`src/rtl/evcap_pkg.sv`:
```
package evcap_pkg;
    localparam int NUM_CH   = 8;
    localparam int FIELD_W  = 8;
    localparam int SEC_W    = 32;
    localparam int NS_W     = 30;
    localparam int DATA_W   = 32;
    localparam int ADDR_W   = 4;
    localparam int SEL_W    = 3;
    localparam int SEL_LSB  = 8;
    localparam int STAT_LSB = 16;
    localparam int LOCK_LSB = 16;

    localparam logic [ADDR_W-1:0] RA_CFG    = 4'd0;
    localparam logic [ADDR_W-1:0] RA_STAT   = 4'd1;
    localparam logic [ADDR_W-1:0] RA_IE_SET = 4'd2;
    localparam logic [ADDR_W-1:0] RA_IE_CLR = 4'd3;
    localparam logic [ADDR_W-1:0] RA_SEL    = 4'd4;
    localparam logic [ADDR_W-1:0] RA_RSEC   = 4'd5;
    localparam logic [ADDR_W-1:0] RA_RNS    = 4'd6;
    localparam logic [ADDR_W-1:0] RA_FSEC   = 4'd7;
    localparam logic [ADDR_W-1:0] RA_FNS    = 4'd8;

    typedef enum logic [1:0] {
        CS_OFF   = 2'd0,
        CS_ARMED = 2'd1,
        CS_HELD  = 2'd2
    } cap_state_e;
endpackage

```
`src/rtl/evcap_sync.sv`:
```
module evcap_sync #(
    parameter int NCH = evcap_pkg::NUM_CH
) (
    input  logic           clk,
    input  logic           rst_n,
    input  logic [NCH-1:0] pin_i,
    output logic [NCH-1:0] rise_o,
    output logic [NCH-1:0] fall_o
);
    for (genvar c = 0; c < NCH; c++) begin : g_ch
        logic meta_q, sync_q, prev_q;
        always_ff @(posedge clk) begin
            if (!rst_n) begin
                meta_q <= 1'b0;
                sync_q <= 1'b0;
                prev_q <= 1'b0;
            end else begin
                meta_q <= pin_i[c];
                sync_q <= meta_q;
                prev_q <= sync_q;
            end
        end
        assign rise_o[c] =  sync_q & ~prev_q;
        assign fall_o[c] = ~sync_q &  prev_q;
    end
endmodule

```
`src/rtl/evcap_edge_unit.sv`:
```
module evcap_edge_unit
    import evcap_pkg::*;
#(
    parameter int SW = SEC_W,
    parameter int NW = NS_W
) (
    input  logic          clk,
    input  logic          rst_n,
    input  logic          en_i,
    input  logic          lock_i,
    input  logic          edge_i,
    input  logic          clr_i,
    input  logic [SW-1:0] sec_i,
    input  logic [NW-1:0] ns_i,
    output logic          pend_o,
    output logic [SW-1:0] sec_o,
    output logic [NW-1:0] ns_o
);
    cap_state_e    state_q, state_d;
    logic          pend_q, pend_d;
    logic          take;
    logic          refuse;
    logic [SW-1:0] sec_q;
    logic [NW-1:0] ns_q;

    // state register
    always_ff @(posedge clk) begin
        if (!rst_n) state_q <= CS_OFF;
        else        state_q <= state_d;
    end

    // output/action logic
    always_comb begin
        refuse = (state_q == CS_HELD) && lock_i && !clr_i;
        take   = en_i && edge_i && !refuse;
        pend_d = take | (pend_q & ~clr_i);
    end

    // transitions
    always_comb begin
        state_d = state_q;
        unique case (state_q)
            CS_OFF: begin
                if (en_i) state_d = (lock_i && pend_d) ? CS_HELD : CS_ARMED; // T_ENABLE
            end
            CS_ARMED: begin
                if (!en_i)                 state_d = CS_OFF;                  // T_DISABLE
                else if (lock_i && pend_d) state_d = CS_HELD;                 // T_LOCK
            end
            CS_HELD: begin
                if (!en_i)                   state_d = CS_OFF;                // T_DISABLE
                else if (!lock_i || !pend_d) state_d = CS_ARMED;              // T_RELEASE
            end
            default: state_d = CS_OFF;
        endcase
    end

    always_ff @(posedge clk) begin
        if (!rst_n) begin
            pend_q <= 1'b0;
            sec_q  <= '0;
            ns_q   <= '0;
        end else begin
            pend_q <= pend_d;
            if (take) begin
                sec_q <= sec_i;
                ns_q  <= ns_i;
            end
        end
    end

    assign pend_o = pend_q;
    assign sec_o  = sec_q;
    assign ns_o   = ns_q;
endmodule

```
`src/rtl/evcap_regs.sv`:
```
module evcap_regs
    import evcap_pkg::*;
#(
    parameter int NCH = NUM_CH
) (
    input  logic                                  clk,
    input  logic                                  rst_n,
    input  logic                                  bus_wr,
    input  logic [ADDR_W-1:0]                     bus_addr,
    input  logic [DATA_W-1:0]                     bus_wdata,
    output logic [DATA_W-1:0]                     bus_rdata,
    input  logic [1:0][NCH-1:0]                   pend_i,
    input  logic [1:0][NCH-1:0][SEC_W-1:0]        sec_i,
    input  logic [1:0][NCH-1:0][NS_W-1:0]         ns_i,
    output logic [1:0][NCH-1:0]                   en_o,
    output logic [1:0][NCH-1:0]                   lock_o,
    output logic [1:0][NCH-1:0]                   clr_o,
    output logic                                  irq
);
    localparam int ZEXT = DATA_W - NS_W;

    logic [DATA_W-1:0]     cfg_q;
    logic [SEL_W-1:0]      sel_q;
    logic [1:0][NCH-1:0]   ien_q;
    logic [1:0][NCH-1:0]   wr_bits;

    for (genvar e = 0; e < 2; e++) begin : g_dir
        assign en_o[e]    = cfg_q[e*FIELD_W +: NCH];
        assign lock_o[e]  = cfg_q[LOCK_LSB + e*FIELD_W +: NCH];
        assign wr_bits[e] = bus_wdata[STAT_LSB + e*FIELD_W +: NCH];
        assign clr_o[e]   = (bus_wr && bus_addr == RA_STAT) ? wr_bits[e] : '0;
    end

    always_ff @(posedge clk) begin
        if (!rst_n) begin
            cfg_q <= '0;
            sel_q <= '0;
            ien_q <= '0;
        end else if (bus_wr) begin
            if (bus_addr == RA_CFG)    cfg_q <= bus_wdata;
            if (bus_addr == RA_SEL)    sel_q <= bus_wdata[SEL_LSB +: SEL_W];
            if (bus_addr == RA_IE_SET) ien_q <= ien_q | wr_bits;
            if (bus_addr == RA_IE_CLR) ien_q <= ien_q & ~wr_bits;
        end
    end

    always_comb begin
        bus_rdata = '0;
        case (bus_addr)
            RA_CFG:    bus_rdata = cfg_q;
            RA_STAT:   bus_rdata[STAT_LSB +: 2*NCH] = pend_i;
            RA_IE_SET,
            RA_IE_CLR: bus_rdata[STAT_LSB +: 2*NCH] = ien_q;
            RA_SEL:    bus_rdata[SEL_LSB +: SEL_W] = sel_q;
            RA_RSEC:   bus_rdata = sec_i[0][sel_q];
            RA_RNS:    bus_rdata = {{ZEXT{1'b0}}, ns_i[0][sel_q]};
            RA_FSEC:   bus_rdata = sec_i[1][sel_q];
            RA_FNS:    bus_rdata = {{ZEXT{1'b0}}, ns_i[1][sel_q]};
            default:   bus_rdata = '0;
        endcase
    end

    assign irq = |(pend_i & ien_q);
endmodule

```
`src/rtl/edge_stamp_capture.sv`:
```
module edge_stamp_capture
    import evcap_pkg::*;
(
    input  logic              clk,
    input  logic              rst_n,
    input  logic [7:0]        ev_in,
    input  logic [31:0]       ltc_sec,
    input  logic [29:0]       ltc_ns,
    input  logic              bus_wr,
    input  logic [3:0]        bus_addr,
    input  logic [31:0]       bus_wdata,
    output logic [31:0]       bus_rdata,
    output logic              irq
);
    localparam int NCH = NUM_CH;

    logic [1:0][NCH-1:0]            pulse_w;
    logic [1:0][NCH-1:0]            en_w, lock_w, clr_w, pend_w;
    logic [1:0][NCH-1:0][SEC_W-1:0] cap_sec_w;
    logic [1:0][NCH-1:0][NS_W-1:0]  cap_ns_w;

    evcap_sync #(.NCH(NCH)) u_sync (
        .clk    (clk),
        .rst_n  (rst_n),
        .pin_i  (ev_in),
        .rise_o (pulse_w[0]),
        .fall_o (pulse_w[1])
    );

    for (genvar e = 0; e < 2; e++) begin : g_dir
        for (genvar c = 0; c < NCH; c++) begin : g_ch
            evcap_edge_unit #(.SW(SEC_W), .NW(NS_W)) u_unit (
                .clk    (clk),
                .rst_n  (rst_n),
                .en_i   (en_w[e][c]),
                .lock_i (lock_w[e][c]),
                .edge_i (pulse_w[e][c]),
                .clr_i  (clr_w[e][c]),
                .sec_i  (ltc_sec),
                .ns_i   (ltc_ns),
                .pend_o (pend_w[e][c]),
                .sec_o  (cap_sec_w[e][c]),
                .ns_o   (cap_ns_w[e][c])
            );
        end
    end

    evcap_regs #(.NCH(NCH)) u_regs (
        .clk       (clk),
        .rst_n     (rst_n),
        .bus_wr    (bus_wr),
        .bus_addr  (bus_addr),
        .bus_wdata (bus_wdata),
        .bus_rdata (bus_rdata),
        .pend_i    (pend_w),
        .sec_i     (cap_sec_w),
        .ns_i      (cap_ns_w),
        .en_o      (en_w),
        .lock_o    (lock_w),
        .clr_o     (clr_w),
        .irq       (irq)
    );
endmodule

```
`config.mk`:
```
export PLATFORM = sky130hd
export DESIGN_NAME = edge_stamp_capture
export DESIGN_NICKNAME = d
export VERILOG_FILES = /design/src/rtl/evcap_pkg.sv /design/src/rtl/evcap_sync.sv /design/src/rtl/evcap_edge_unit.sv /design/src/rtl/evcap_regs.sv /design/src/rtl/edge_stamp_capture.sv
export SDC_FILE = /design/constraint.sdc
export NUM_CORES = 2
export LEC_CHECK = 0
export ABC_AREA = 0
export BUFFER_PORTS_ARGS = -buffer_cell sky130_fd_sc_hd__buf_2
export CAP_MARGIN = 20
export CORE_ASPECT_RATIO = 0.6
export CORE_UTILIZATION = 35
export CTS_CLUSTER_DIAMETER = 120
export DETAILED_ROUTE_END_ITERATION = 6
export GPL_ROUTABILITY_DRIVEN = 0
export MAX_ROUTING_LAYER = met4
export SLEW_MARGIN = 20
export SYNTH_ARGS = -nofsm -noshare
export SYNTH_HDL_FRONTEND = slang
export SYNTH_HIERARCHICAL = 1
export SYNTH_SLANG_ARGS = --single-unit
```
`constraint.sdc`:
```
create_clock -name clk -period 4.7 [get_ports clk]
set_clock_uncertainty 0.05 [all_clocks]
set_input_delay 0.94 -clock clk [delete_from_list [all_inputs] [get_ports clk]]
set_output_delay 0.94 -clock clk [all_outputs]
set_load 0.01 [all_outputs]
```
Yosys cells after proc, flatten, opt, wreduce, memory -nomap -nowiden
Cells that the tools add are included.
{ "classes": {"n_lt_le_gt_ge": 1, "n_reduce_logical": 200, "n_mux": 128, "eq_ne": 88, "bitwise_logic": 84} }
{ "ops": {"columns": ["operator", "count"], "rows": [
  ["$bmux W32 S3", 2],
  ["$mux W2", 96],
  ["$bmux W30 S3", 2],
  ["$pmux W16 S7", 1],
  ["$ne A3 B3 Y1 const B", 32],
  ["$pmux W2 S3", 16],
  ["$logic_and A1 B1 Y1", 81],
  ["$logic_not A1 Y1", 64],
  ["$mux W32", 2],
  ["$mux W30", 2],
  ["$reduce_and A3 Y1", 16],
  ["$pmux W8 S5", 1],
  ["$and A1 B1 Y1", 32],
  ["$and A16 B16 Y16", 2],
  ["$eq A2 B1 Y1 const B", 16],
  ["$eq A2 B2 Y1 const B", 16],
  ["$logic_not A2 Y1", 16],
  ["$mux W16", 2],
  ["$ne A2 B1 Y1 const B", 16],
  ["$not A1 Y1", 32],
  ["$pmux W5 S5", 1],
  ["$pmux W3 S6", 1],
  ["$eq A4 B3 Y1 const B", 4],
  ["$logic_or A1 B1 Y1", 16],
  ["13 further kinds", 32]
]} }
{ "totals": {"output_inout_bits": 33, "reg_bits": 1115, "input_bits": 109} }

Longest topological paths before layout
{ "logic_depth": {"word_depth": 13, "ltp_mapped": 10, "mapped_depth_nobuf": 6} }

Hierarchy
The synthesis kept the hierarchy.
{ "by_module_without_submodules": {"columns": ["mod", "area_per_inst_um2", "seq_area_each_um2", "n_inst", "cells_each"], "rows": [
  ["evcap_edge_unit", 2627.5, 1301.2, 16, 283],
  ["evcap_regs", 10442.5, 1021.0, 1, 1003],
  ["evcap_sync", 764.5, 480.5, 1, 66]
]} }

Least setup slack after synthesis
Ideal clock, no wire load.
{ "synth_timing": {"path_kind": "input to output", "startpoint": "input port bus_addr[2]", "endpoint": "output port bus_rdata[8]", "cell_stages": 7, "path_buffers": 2, "path_slack_ps": 1444, "arrival_time_ps": 2266, "required_ps": 3710, "cell_sequence": "buf_4 > nor2b_1 > and3_1 > clkbuf_1 > a22oi_1 > o22a_1 > o211ai_1"} }
{ "synth_between": {"elab_chain_len": 2, "word_cells_on_any_way": 7} }
{ "synth_lines": {"columns": ["element", "line_no", "text"], "rows": [
  ["start: declaration", "edge_stamp_capture.sv:10", "input logic [3:0] bus_addr,"],
  ["$eq A4 B4 Y1 (tied with other cells)", "evcap_regs.sv:49", "case (bus_addr)"],
  ["$pmux W3 S6 (*)", "evcap_regs.sv:49", null],
  ["end: declaration", "edge_stamp_capture.sv:12", "output logic [31:0] bus_rdata,"]
]} }
Mark *: on every way between the ends. The rest lies on a longest branch, timed or not.

Worst setup path after layout
{ "layout_timing": {"startpoint": "register u_regs.sel_q[0]", "endpoint": "output port bus_rdata[21]"} }
{ "layout_between": {"elab_chain_len": 3, "word_cells_on_any_way": 9} }
{ "layout_lines": {"columns": ["element", "line_no", "text"], "rows": [
  ["start: declaration", "evcap_regs.sv:23", "logic [SEL_W-1:0] sel_q;"],
  ["start signal: assignment", "evcap_regs.sv:41", "if (bus_addr == RA_SEL) sel_q <= bus_wdata[SEL_LSB +: SEL_W];"],
  ["$bmux W30 S3 (tied with other cells)", "evcap_regs.sv:58", "RA_FNS: bus_rdata = {{ZEXT{1'b0}}, ns_i[1][sel_q]};"],
  ["$mux W30 (not written as such) (tied with other cells)", "evcap_regs.sv:58", null],
  ["$pmux W16 S7 (*)", "evcap_regs.sv:49", null]
]} }
Mark *: on every way between the ends. The rest lies on a longest branch, timed or not. The select of a mux whose other input is x is not followed.

==> impl_metrics.json <==
{
  "dp.cells": 7418,
  "numCtsBuffers": 100,
  "combPwrFrac": 0.048,
  "ctsResizeCount": 0,
  "pin_count": 142,
  "power_density_nw_per_um2": 323,
  "critPathMaxFanout": 15,
  "rows": 110,
  "crit_slowest_cell": "dfxtp_4",
  "ys_top_cells_by_area": "dfxtp_1 42%, mux2i_1 22%, nand2_1 15%, mux4_2 8.0%, buf_8 1.8%",
  "synth_area_leader_cell": "dfxtp_1",
  "grt_max_degree": 274,
  "dp_slack_ns": 0.648,
  "required_ns": 3.71,
  "h-tree-depth": 3,
  "first_iter_violations": 4126,
  "syn_inst": 5597,
  "fin_ws_ns": 0.208,
  "first_pass_iters": 7,
  "dieArea_sq_um": 154000,
  "reg2reg_slack_ns": 2.53,
  "drive_above_1_share": 0.119,
  "drv_slew": 0,
  "reg2reg_from": "u_regs/cfg_q[3]",
  "wire_per_inst_microns": 22.2,
  "cts_root_buffer": "clkbuf_16",
  "max_freq_ghz": 0.223,
  "viasPerCell": 5.30,
  "internal_power_mw": 14.4,
  "remaining_drc_errors": 9,
  "seq_area_frac_synth": 0.419,
  "synth_nets": 5706,
  "irDropWorstVdd_mv": 0.243,
  "antenna_found_initial": 29,
  "leakage_nw": 19.4,
  "yosysWarnings": 6,
  "grt_pass1_vias": 37576,
  "cts.sinks": 1115,
  "critPathMaxStageDelay_ns": 0.64,
  "p_sw_mw": 4.54,
  "hp-start": "ev_in[4]",
  "die_h_microns": 304,
  "clkPwrFrac": 0.450,
  "port_buffers": 141,
  "synthDistinctLibCells": 46,
  "end_kind": "output port",
  "path_clk_slew_ns": 0.07,
  "ys_async_sr_fraction": 0,
  "syn_to_final_growth_pct": 9.91,
  "die_w_microns": 506,
  "hold_path_class": "input port to register",
  "grt_usage": 0.219,
  "fin_crit_ns": 4.49,
  "path_common_cell": "buf_4",
  "fin_area_sq_um": 58500,
  "place_area_sq_um": 55200,
  "violations": "design-rule violations",
  "finalSetupTns_ns": 0,
  "final_common_cell": "nand2_1",
  "syn_avg_cell_area_sq_um": 9.51,
  "grt_pass1_wl_mm": 250,
  "route.vias.total": 40354,
  "cts_hold_buf": 0,
  "synth_ff_type": "dfxtp_1",
  "p_seq_frac": 0.502,
  "drv_cap": 0,
  "status": "complete, but fails checks",
  "wirelength_mm": 169,
  "cts_setup_buffers": 0,
  "cp_data_arrival_time_ns": 3.50,
  "tightestPinTransition_ns": 1.13,
  "worst-path-buf-inv": 3,
  "power_mw": 18.9,
  "slew_headroom": 0.250,
  "place_hpwl_mm": 109,
  "start_util": 0.354,
  "core_sq_um": 150000,
  "fin_util": 0.389,
  "worstPathCellList": "buf_4 > buf_4 > mux4_2 > a22oi_1 > nand4_1 > buf_2",
  "synth_top_area_frac": 0.419,
  "clock_path_buffers": 3,
  "fin_nets": 5614,
  "setup_viol": 0,
  "critical_path.top_delay_family": "buffers and inverters",
  "rsz0062_at_grt": "no",
  "synth_edf_count": 0,
  "clk_latency_ns": 0.74,
  "worstSetupStartpoint": "u_regs/sel_q[0]",
  "ys_seq_elements": 1115,
  "finalHoldViolCount": 0,
  "cts_tree": "done",
  "layout_common_cells": "2127 x nand2_1, 1162 x mux2i_1, 1112 x dfxtp_1",
  "post-route-period-util": 0.956,
  "netSwitchingFraction": 0.240,
  "fin_hold_ws_ns": 0.381,
  "stdcell_count": 7614,
  "start_kind": "register",
  "gr-total-overflow": 0,
  "synth_area_sq_um": 53200,
  "critPathKind": "register to output port",
  "ant_nets": 0
}
power by group through the flow:
stage | sequential, mW | combinational, mW | clock (mW)
after floorplan | 9.69 | 0.580 | 0
after global placement | 9.71 | 0.864 | 0
after detailed placement | 9.71 | 0.890 | 0
after CTS | 9.49 | 0.891 | 8.65
after global routing | 9.49 | 0.990 | 9.04
final | 9.49 | 0.902 | 8.52
registers in the layout, indices dropped and copies added, names as in the netlist, named ones only:
register and count:
g_dir.g_ch.u_unit/ns_o 480, g_dir.g_ch.u_unit/pend_o 16, g_dir.g_ch.u_unit/sec_o 512, g_dir.g_ch.u_unit/state_q 32
u_regs/cfg_q 32, u_regs/sel_q 3, u_sync/g_ch.meta_q 8, u_sync/g_ch.prev_q 8
u_sync/g_ch.sync_q 8
logic make-up after synthesis:
kind of cell           after synthesis  synth area share
muxes                             1354             0.299
and+or+nand+nor                   2327             0.176
AOI/OAI and AO/OA                  321            0.0474
buffers and inverters              480            0.0586
DFF                               1115             0.419
final cells by class:
| class | instances | area, sq um |
|---|---|---|
| Fill cell | 14640 | 91900 |
| Multi-Input combinational cell | 4002 | 27800 |
| Sequential cell | 1115 | 22300 |
| Clock buffer | 159 | 3050 |
| Tap cell | 2016 | 2520 |
| Timing Repair Buffer | 268 | 2420 |
| Clock inverter | 23 | 250 |
| Inverter | 18 | 67.6 |
| Antenna cell | 13 | 32.5 |
cells in the mapped netlist (17+ instances only):
master / number
dfxtp_1: 1115
o21a_1: 32
buf_6: 41
a22oi_1: 116
and2_1: 34
buf_8: 64
inv_1: 17
clkbuf_1: 238
o21ai_0: 17
a21oi_1: 51
buf_2: 55
mux4_2: 190
a221oi_1: 20
nor2b_1: 36
mux2i_1: 1162
nand3_1: 47
nand2_1: 2127
buf_4: 59
worst reg2reg max path: stages, from the launching register on:
cell and delay (ns):
dfxtp_1 0.67, nand2_1 0.20, a31oi_4 0.54, buf_12 0.34, mux2i_1 0.27
final timing paths:
check	to	cells after the start
setup / recovery	bus_rdata[21]	6
hold / removal	u_sync/g_ch[4].meta_q	2
setup reg to reg	g_dir[0].g_ch[3].u_unit/ns_o[7]	4
hold reg to reg	u_sync/g_ch[4].sync_q	1
per-layer routing:
metal | wire (microns) | up-vias | GRT usage
met3 | 13200 | 274 | 0.0370
met5 | 0 | - | -
met4 | 3990 | 0 | 0.0571
met1 | 79300 | 19860 | 0.314
met2 | 72500 | 1378 | 0.317
li1 | - | 18842 | -
Note: power is estimated with default switching activity, not from simulation.
